$ cat src/rtl/qsram_pkg.sv
package qsram_pkg;

  typedef enum logic [2:0] {
    ST_IDLE,
    ST_HDR,
    ST_DUMMY,
    ST_DATA,
    ST_GAP
  } qs_state_t;

  localparam logic [7:0] OP_READ   = 8'h03;
  localparam logic [7:0] OP_WRITE  = 8'h02;
  localparam int         ADDR_W    = 24;
  localparam int         HDR_NIBS  = 8;
  localparam int         DUMMY_NIBS = 2;

  // nibble idx of the 32-bit header, most significant first
  function automatic logic [3:0] hdr_nibble(input logic [31:0] hdr, input logic [2:0] idx);
    logic [31:0] sh;
    sh = hdr << (4 * idx);
    return sh[31:28];
  endfunction

  function automatic logic [3:0] byte_nibble(input logic [7:0] b, input logic second);
    return second ? b[3:0] : b[7:4];
  endfunction

  // number of data nibbles a request moves on the bus
  function automatic int unsigned data_nibbles(input logic wr, input int unsigned len);
    int unsigned n;
    n = (len == 0) ? 1 : len;
    return wr ? 2 : 2 * n;
  endfunction

endpackage

$ cat src/rtl/qsram_phase.sv
module qsram_phase (
  input  logic clk,
  input  logic rst_n,
  input  logic run,
  output logic ph,
  output logic nib_end
);
  always_ff @(posedge clk or negedge rst_n) begin
    if (!rst_n)    ph <= 1'b0;
    else if (!run) ph <= 1'b0;
    else           ph <= ~ph;
  end

  assign nib_end = run & ph;
endmodule

$ cat src/rtl/qsram_tx.sv
module qsram_tx
  import qsram_pkg::*;
(
  input  qs_state_t   state,
  input  logic [2:0]  hdr_idx,
  input  logic        second,
  input  logic [31:0] hdr,
  input  logic [7:0]  wdata,
  input  logic        is_write,
  output logic [3:0]  io_out,
  output logic        oe
);
  always_comb begin
    oe     = 1'b0;
    io_out = 4'h0;
    case (state)
      ST_HDR: begin
        oe     = 1'b1;
        io_out = hdr_nibble(hdr, hdr_idx);
      end
      ST_DATA: begin
        if (is_write) begin
          oe     = 1'b1;
          io_out = byte_nibble(wdata, second);
        end
      end
      default: ;
    endcase
  end
endmodule

$ cat src/rtl/qsram_rx.sv
module qsram_rx (
  input  logic       clk,
  input  logic       rst_n,
  input  logic       capture,
  input  logic       second,
  input  logic [3:0] io_in,
  output logic       rd_valid,
  output logic [7:0] rd_data
);
  logic [3:0] hi_q;

  always_ff @(posedge clk or negedge rst_n) begin
    if (!rst_n) begin
      hi_q     <= 4'h0;
      rd_valid <= 1'b0;
      rd_data  <= 8'h00;
    end else begin
      rd_valid <= 1'b0;
      if (capture) begin
        if (!second) hi_q <= io_in;
        else begin
          rd_data  <= {hi_q, io_in};
          rd_valid <= 1'b1;
        end
      end
    end
  end
endmodule

$ cat src/rtl/qsram_engine.sv
module qsram_engine
  import qsram_pkg::*;
#(
  parameter  int MAX_BURST = 256,
  localparam int LEN_W     = $clog2(MAX_BURST + 1)
) (
  input  logic             clk,
  input  logic             rst_n,
  input  logic             req_valid,
  output logic             req_ready,
  input  logic             req_write,
  input  logic [23:0]      req_addr,
  input  logic [7:0]       req_wdata,
  input  logic [LEN_W-1:0] req_len,
  output logic             rd_valid,
  output logic [7:0]       rd_data,
  output logic             done,
  output logic             sram_cs_n,
  output logic             sram_sck,
  output logic [3:0]       sram_io_out,
  output logic             sram_io_oe,
  input  logic [3:0]       sram_io_in
);
  localparam int CNT_W = LEN_W + 1;

  qs_state_t        state;
  logic [CNT_W-1:0] nib_cnt;
  logic [CNT_W-1:0] nib_limit;
  logic [CNT_W-1:0] data_nibs_q;
  logic [31:0]      hdr_q;
  logic [7:0]       wdata_q;
  logic             is_write_q;

  // named internal events
  logic run;
  logic ph;
  logic nib_end;
  logic nib_last;
  logic accept;
  logic rx_capture;

  assign run        = (state == ST_HDR) || (state == ST_DUMMY) || (state == ST_DATA);
  assign accept     = req_valid && (state == ST_IDLE);
  assign rx_capture = (state == ST_DATA) && !is_write_q && nib_end;

  always_comb begin
    case (state)
      ST_HDR:   nib_limit = CNT_W'(HDR_NIBS);
      ST_DUMMY: nib_limit = CNT_W'(DUMMY_NIBS);
      default:  nib_limit = data_nibs_q;
    endcase
  end
  assign nib_last = (nib_cnt == nib_limit - 1'b1);

  qsram_phase u_phase (
    .clk     (clk),
    .rst_n   (rst_n),
    .run     (run),
    .ph      (ph),
    .nib_end (nib_end)
  );

  always_ff @(posedge clk or negedge rst_n) begin
    if (!rst_n) begin
      state       <= ST_IDLE;
      nib_cnt     <= '0;
      data_nibs_q <= '0;
      hdr_q       <= '0;
      wdata_q     <= '0;
      is_write_q  <= 1'b0;
    end else begin
      case (state)
        ST_IDLE: begin
          if (accept) begin
            state       <= ST_HDR;
            nib_cnt     <= '0;
            is_write_q  <= req_write;
            wdata_q     <= req_wdata;
            hdr_q       <= {req_write ? OP_WRITE : OP_READ, req_addr};
            data_nibs_q <= CNT_W'(data_nibbles(req_write, 32'(req_len)));
          end
        end
        ST_HDR, ST_DUMMY, ST_DATA: begin
          if (nib_end) begin
            if (nib_last) begin
              nib_cnt <= '0;
              case (state)
                ST_HDR:   state <= is_write_q ? ST_DATA : ST_DUMMY;
                ST_DUMMY: state <= ST_DATA;
                default:  state <= ST_GAP;
              endcase
            end else begin
              nib_cnt <= nib_cnt + 1'b1;
            end
          end
        end
        default: state <= ST_IDLE;
      endcase
    end
  end

  qsram_tx u_tx (
    .state    (state),
    .hdr_idx  (nib_cnt[2:0]),
    .second   (nib_cnt[0]),
    .hdr      (hdr_q),
    .wdata    (wdata_q),
    .is_write (is_write_q),
    .io_out   (sram_io_out),
    .oe       (sram_io_oe)
  );

  qsram_rx u_rx (
    .clk      (clk),
    .rst_n    (rst_n),
    .capture  (rx_capture),
    .second   (nib_cnt[0]),
    .io_in    (sram_io_in),
    .rd_valid (rd_valid),
    .rd_data  (rd_data)
  );

  assign req_ready = (state == ST_IDLE);
  assign done      = (state == ST_GAP);
  assign sram_cs_n = !run;
  assign sram_sck  = ph;
endmodule

$ cat config.mk
export PLATFORM = sky130hd
export DESIGN_NAME = qsram_engine
export DESIGN_NICKNAME = d
export VERILOG_FILES = /design/src/rtl/qsram_pkg.sv /design/src/rtl/qsram_phase.sv /design/src/rtl/qsram_tx.sv /design/src/rtl/qsram_rx.sv /design/src/rtl/qsram_engine.sv
export SDC_FILE = /design/constraint.sdc
export NUM_CORES = 1
export LEC_CHECK = 0
export BUFFER_PORTS_ARGS = -buffer_cell sky130_fd_sc_hd__buf_2
export CAP_MARGIN = 20
export CORE_ASPECT_RATIO = 1.2
export CORE_MARGIN = 2
export CORE_UTILIZATION = 45
export DETAILED_ROUTE_END_ITERATION = 10
export HOLD_SLACK_MARGIN = 0.06
export PLACE_DENSITY_LB_ADDON = 0.1
export SLEW_MARGIN = 10
export SYNTH_ARGS = -nofsm -noshare
export SYNTH_HDL_FRONTEND = slang
export SYNTH_SLANG_ARGS = --single-unit
export TNS_END_PERCENT = 100
$ cat constraint.sdc
create_clock -name clk -period 5.9 [get_ports clk]
set_input_delay 0.59 -clock clk [delete_from_list [all_inputs] [get_ports clk]]
set_output_delay 0.59 -clock clk [all_outputs]
set_load 0.05 [all_outputs]
==> impl_metrics.py, run 1 <==
metrics = {
    "drt": {
        "routed_wl_um": 8590,
        "vias": 2937,
        "post-route-drc-count": 0,
        "postRouteAntennaNets": 0,
        "wire_per_inst_um": 15.8,
        "drt_iter0_markers": 150,
        "via_per_inst": 5.42,
        "drt_first_pass_iters": 4,
    },
    "placed_design": {
        "placed_cell_area_mm2": 0.00421,
        "gp_congestion": 0.843,
        "hpwlAfterDp_um": 6140,
        "dpl_worst_slack_ns": 2.41,
        "io_buffers": 66,
    },
    "timing": {
        "finalSetupTns_ns": 0,
        "max_freq_ghz": 0.287,
        "slew_violations": 0,
        "fin_crit_sh": 0.591,
        "tightest_slew_ns": 1.05,
        "slew_headroom": 0.300,
        "layout_setup_ws_ns": 2.41,
        "finalCriticalPeriod_ns": 3.49,
        "finalHoldViolations": 0,
        "grt_setup_unrepaired": "no",
        "finClkSkew_ns": 0.0119,
        "setup_viol": 0,
    },
    "cts": {
        "cts-root-buf": "clkbuf_8",
        "insertion_delay_ns": 0.35,
        "clock_path_buffers": 2,
        "post_cts_buffers": 0,
        "cts_buffers": 9,
        "cts_max_level": 3,
        "clk_pin_slew_worst_paths_ns": 0.07,
        "clkSinkCount": 71,
        "cts_tree": "built",
        "hold_buffers": 0,
        "cts.repair.resized": 0,
    },
    "die": {
        "fp.dieH_um": 105,
        "fp.dieW_um": 88.4,
        "initial_core_util": 0.469,
        "fp-row-count": 36,
        "coreArea_mm2": 0.00820,
        "ios": 67,
        "fp.dieArea_mm2": 0.00930,
    },
    "layout": {
        "fin_nets": 474,
        "layout-drive-gt1-share": 0.318,
        "n_antenna_cell": 0,
        "syn_to_final_growth_pct": 14.8,
        "final_cell_area_mm2": 0.00441,
    },
    "logic_synthesis": {
        "synth_mux_area_frac": 0.160,
        "ys_ff_latch": 71,
        "synth_cell_types": 58,
        "synth_top_family_by_area": "multiplexers",
        "async_reset_ff_frac": 1.00,
        "synth_compound_area_frac": 0.153,
        "syn_inst": 368,
        "syn_area_mm2": 0.00384,
        "yosysTopAreaCell": "dfrtp_1",
        "synth.yosys.seq_area_share": 0.462,
        "synthAdderAreaFrac": 0.00651,
        "yosys.area_share.simple": 0.158,
        "synth_ff_type": "dfrtp_1",
        "synth_area_leaders": "dfrtp_1, mux2_2, nand2_1",
        "ys_warn_count": 0,
        "synth-edff-count": 0,
        "syn_nets": 419,
        "syn_avg_cell_area_um2": 10.4,
        "synth_top_cell_area_share": 0.462,
        "synth_xor_area_frac": 0.0202,
    },
    "setup_path": {
        "crit_type": "flip-flop to flip-flop",
        "cp-start-kind": "flip-flop",
        "critPathRequiredTime_ns": 6.13,
        "worstPathMaxFanout": 17,
        "critPathCaptureType": "flip-flop",
        "crit_arrival_ns": 3.72,
    },
    "power": {
        "power_density_mw_per_mm2": 562,
        "p_leak_nw": 1.97,
        "irDropWorstVdd_mv": 0.385,
        "finalPower_w": 0.00248,
    },
    "grt": {
        "grtUsageTotal": 0.203,
        "overflow": 0,
        "grt_max_degree": 72,
        "grt_pass1_wl_um": 14500,
        "antenna_found_initial": 0,
        "grt_pass1_vias": 2934,
    },
    "hold_path": {
        "hp-class": "input port to asynchronous set/reset pin",
    },
    "run_status": {
        "outcome": "finished, final reports clean",
    },
    "run": {
        "drv_cap": 0,
    },
}
==> sequential cells by signal, indices dropped and copies added, names as in the netlist <==
name	count
u_phase.ph	1
u_rx.rd_data	8
state	3
wdata_q	8
nib_cnt	10
is_write_q	1
u_rx.hi_q	4
data_nibs_q	9
hdr_q	26
u_rx.rd_valid	1
==> per-stage QoR <==
| stage | hold WS (ns) | util | cells |
|---|---|---|---|
| after global routing | 0.442 | 0.538 | 542 |
| after global placement | 0.445 | 0.514 | 526 |
| after CTS | 0.425 | 0.538 | 542 |
| after floorplan | 0.294 | - | 368 |
| after detailed placement | 0.454 | 0.514 | 526 |
| final | 0.442 | 0.538 | 542 |
==> placed cells by master, fill, tap and decap left out, types with 2 or more instances in the layout <==
master      n
dfrtp_1    71
buf_2      66
nand2_1    44
mux2_2     42
o21ai_0    17
nor2_1     16
a21oi_1    15
nand2b_1   13
clkbuf_8   11
inv_1      10
nor3_1      9
nand3_1     8
o22ai_1     8
nor2b_1     6
o2bb2ai_1   6
a22oi_1     5
mux2i_1     5
o211ai_1    5
or3_1       5
mux4_2      4
xor2_1      4
nor4_1      4
xnor2_1     3
o21a_1      3
a22o_1      3
clkbuf_1    3
nor3b_1     2
and2_1      2
a211oi_1    2
a31oi_1     2
a32oi_1     2
o31a_1      2
a21o_1      2
ha_1        2
==> per-layer routing <==
metal	global-route usage	up-vias	wire length [um]
met5	0	-	0
met4	0.0779	0	135
met3	0.0548	11	365
met2	0.323	52	4370
met1	0.261	1439	3710
li1	-	1435	-
==> kinds of logic after synthesis <==
| family | Yosys count |
|---|---|
| simple gates | 120 |
| compound gates | 82 |
| flops | 71 |
| mux | 51 |
| buf+inv | 34 |
| xor+xnor | 8 |
| fa+ha+maj | 2 |
==> power by group <==
part	total, W	switching [W]	internal (W)
clock network	0.000397	0.000177	0.000220
logic	0.00120	0.000671	0.000525
registers	0.000887	0.000212	0.000675
==> cells in the mapped netlist, drive strengths merged (4+ instances only) <==
cell     number
mux2         42
nor2         16
o2bb2ai       6
clkbuf       13
o211ai        5
o21ai        17
nor3          9
a22oi         5
xnor2         4
or3           6
nand3         8
xor2          4
a21oi        15
nor2b         6
dfrtp        71
nand2b       14
mux4          4
nand2        45
buf          10
o22ai         8
nor4          5
mux2i         5
inv          10
==> cell type report <==
type                    count  area, um^2
clock buffers              14         163
flip-flops and latches     71        1780
inverters                  11        41.3
clock inverters             2        38.8
multi-input cells         263        1910
fillers                   772        3790
well taps                 114         143
repair buffers             67         338
==> critical path, stage by stage (launching register included) <==
cell and delay [ns]:
dfrtp_1 0.73, xnor2_2 0.22, o21ai_0 0.14, ha_1 0.28, and2_1 0.18, o2bb2ai_1 0.21
o21a_1 0.16, or3_4 0.34, a2111oi_4 0.42, a31oi_4 0.21, and2_4 0.24, mux2_2 0.26
==> worst paths after layout <==
check | startpoint | to | slack (ns) | depth (start not counted)
max in group asynchronous | rst_n | state[0] | 4.85 | 2
worst max-delay path | state[0] | nib_cnt[0] | 2.41 | 11
worst max register to register | state[0] | nib_cnt[0] | 2.41 | 11
worst min register to register | hdr_q[25] | hdr_q[25] | 0.47 | 1
worst min-delay path | rst_n | hdr_q[14] | 0.44 | 2
min in group clk | sram_io_in[3] | u_rx.rd_data[3] | 0.45 | 3
Power figures use the tool's default switching activity.
==> inputs of run 2 (changes only) <==
clock period = 3.64 ns   (was 5.9 ns; I/O delays follow)
==> run 2 against run 1 <==
  * Sequential cell count unchanged
  * Register-to-register slack got worse by 2.1 ns
  * Non-clock buffer count increased by 5
  * Total power is 57% higher
  * Clock-buffer cell count shrank 5
  * Sequential share of layout area is essentially flat
  * Via count increased by 1.1%
  * Global-route usage up 0.081 points
  * Maximum frequency rose by 3.9%
  * Routed wire length increased by 0.93%
  * Utilization grew 0.061 points
  * Cell count increased by 0.74%
  * Largest cell class unchanged
==> impl_metrics.py, run 2 (synthesis gave the netlist of run 1 again) <==
metrics = {
    "die": {
        "fp.dieH_um": 105,
        "initial_core_util": 0.469,
        "ios": 67,
        "fp.dieW_um": 88.4,
        "fp-row-count": 36,
        "fp.dieArea_mm2": 0.00930,
        "coreArea_mm2": 0.00820,
    },
    "layout": {
        "fillCellCount": 796,
        "fin_nets": 479,
        "top_regs": "hdr_q (26), nib_cnt (10), data_nibs_q (9)",
        "final_common_cell": "dfrtp_1",
        "n_antenna_cell": 0,
        "regArea_mm2": 0.00178,
        "largest_register_ffs": 26,
        "syn_to_final_growth_pct": 14.9,
        "final_cell_area_mm2": 0.00442,
        "fin_util": 0.539,
        "mostFrequentLayoutCells": "dfrtp_1, buf_2, nand2_1, mux2_2, o21ai_0",
        "regMostFlops": "hdr_q",
        "layout-drive-gt1-share": 0.331,
        "multi_input_area_mm2": 0.00191,
    },
    "grt": {
        "grtUsageTotal": 0.204,
        "grt_pass1_wl_um": 14700,
        "grt_max_degree": 72,
        "overflow": 0,
        "antenna_found_initial": 0,
        "grt_pass1_vias": 2969,
    },
    "placed_design": {
        "io_buffers": 66,
        "placed_cell_area_mm2": 0.00425,
        "gp_congestion": 0.818,
        "hpwlAfterDp_um": 6320,
    },
    "drt": {
        "drt_iter0_markers": 161,
        "postRouteAntennaNets": 0,
        "via_per_inst": 5.44,
        "wire_per_inst_um": 15.9,
        "post-route-drc-count": 0,
        "vias": 2968,
        "routed_wl_um": 8670,
        "drt_first_pass_iters": 5,
    },
    "timing": {
        "slew_headroom": 0.400,
        "fin_crit_sh": 0.922,
        "finClkSkew_ns": 0.0116,
        "grt_setup_unrepaired": "no",
        "slew_violations": 0,
        "tightest_slew_ns": 0.900,
        "finalHoldViolations": 0,
        "finalSetupTns_ns": 0,
        "max_freq_ghz": 0.298,
        "setup_viol": 0,
        "finalCriticalPeriod_ns": 3.36,
    },
    "setup_path": {
        "r2r_start": "state[0]",
        "cpMaxStageDelayCell": "dfrtp_1",
        "crit_arrival_ns": 3.58,
        "critPathTopFamily": "compound AO/OA/AOI/OAI gates",
        "startpoint": "state[0]",
        "crit_path_cell_trace": "xnor2_2 -> o21ai_0 -> ha_1 -> and2_1 -> o2bb2ai_1 -> o21a_1 -> or3_4 -> a2111oi_4 -> a31oi_4 -> and2_4 -> mux2_2",
        "critPathCaptureType": "flip-flop",
        "max_stage_delay_ns": 0.50,
        "cp-start-kind": "flip-flop",
        "crit_type": "flip-flop to flip-flop",
        "path_buf_inv": 0,
        "critPathRequiredTime_ns": 3.87,
        "worstPathMaxFanout": 10,
    },
    "cts": {
        "clk_pin_slew_worst_paths_ns": 0.08,
        "hold_buffers": 0,
        "clock_path_buffers": 2,
        "cts-root-buf": "clkbuf_8",
        "cts_buffers": 9,
        "cts_tree": "built",
        "cts.repair.resized": 0,
        "clkSinkCount": 71,
        "insertion_delay_ns": 0.35,
        "cts_max_level": 3,
        "post_cts_buffers": 0,
    },
    "power": {
        "switching_share": 0.440,
        "p_sw_w": 0.00171,
        "clkPwrFrac": 0.142,
        "combinationalPowerShare": 0.506,
        "p_leak_nw": 1.97,
        "power_density_mw_per_mm2": 882,
        "irDropWorstVdd_mv": 0.550,
        "seq_power_share": 0.353,
        "p_int_w": 0.00218,
    },
    "run": {
        "drv_cap": 0,
    },
    "hold_path": {
        "hp-class": "input port to asynchronous set/reset pin",
    },
    "run_status": {
        "outcome": "finished, final reports clean",
    },
}
-- run 2: cell count changes in the layout (fill, tap and decap cells not counted), sizes merged --
cell / previous run / this run
buf: 67 / 72
bufinv: 1 / 0
clkbuf: 14 / 9
clkinvlp: 0 / 3
inv: 10 / 12
-- run 2: layout make-up --
| class | instances | area share |
|---|---|---|
| flip-flops and latches | 71 | 0.402 |
| well taps | 114 | 0.0323 |
| inverters | 11 | 0.00935 |
| multi-input cells | 263 | 0.433 |
| clock buffers | 9 | 0.0280 |
| clock inverters | 6 | 0.0102 |
| repair buffers | 72 | 0.0850 |
-- run 2: path summary, 6_finish.rpt --
kind	endpoint	slack [ns]	cells past startpoint
min in group clk	u_rx.rd_data[3]	0.22	3
min reg2reg	hdr_q[25]	0.47	1
max in group asynchronous	hdr_q[16]	2.84	2
min	hdr_q[2]	0.22	2
max	nib_cnt[0]	0.28	11
max reg2reg	nib_cnt[0]	0.28	11
-- run 2: worst register-to-register path: cells and delay by family (launching register included) --
family          cells  cell delay [ns]
flops               1             0.50
fa+ha+maj           1             0.27
compound gates      5             1.15
simple gates        3             0.77
mux                 1             0.26
xor+xnor            1             0.31
-- run 2: layer usage --
| metal | global-route usage | part of all wire | vias up |
|---|---|---|---|
| met3 | 0.0439 | 0.045 | 20 |
| li1 | - | - | 1451 |
| met1 | 0.280 | 0.44 | 1426 |
| met5 | 0 | 0 | - |
| met4 | 0.0823 | 0.032 | 0 |
| met2 | 0.311 | 0.49 | 71 |
-- run 2: stage by stage --
| step | cells | setup slack, ns | total power [W] | hold WS, ns |
|---|---|---|---|---|
| final | 546 | 0.283 | 0.00389 | 0.216 |
| after global placement | 531 | 0.396 | 0.00333 | 0.445 |
| after CTS | 546 | 0.274 | 0.00393 | 0.200 |
| after global routing | 546 | 0.0931 | 0.00419 | 0.220 |
| after detailed placement | 531 | 0.299 | 0.00337 | 0.453 |
| after floorplan | 368 | 0.230 | 0.00294 | 0.0684 |
-- run 2: power groups by stage --
stage	logic (W)	clock network [W]	registers (W)
2_1_floorplan	0.00163	0	0.00131
3_3_place_gp	0.00195	0	0.00138
3_5_place_dp	0.00197	0	0.00139
4_1_cts	0.00198	0.000573	0.00137
5_1_grt	0.00216	0.000609	0.00142
6_report	0.00197	0.000552	0.00137
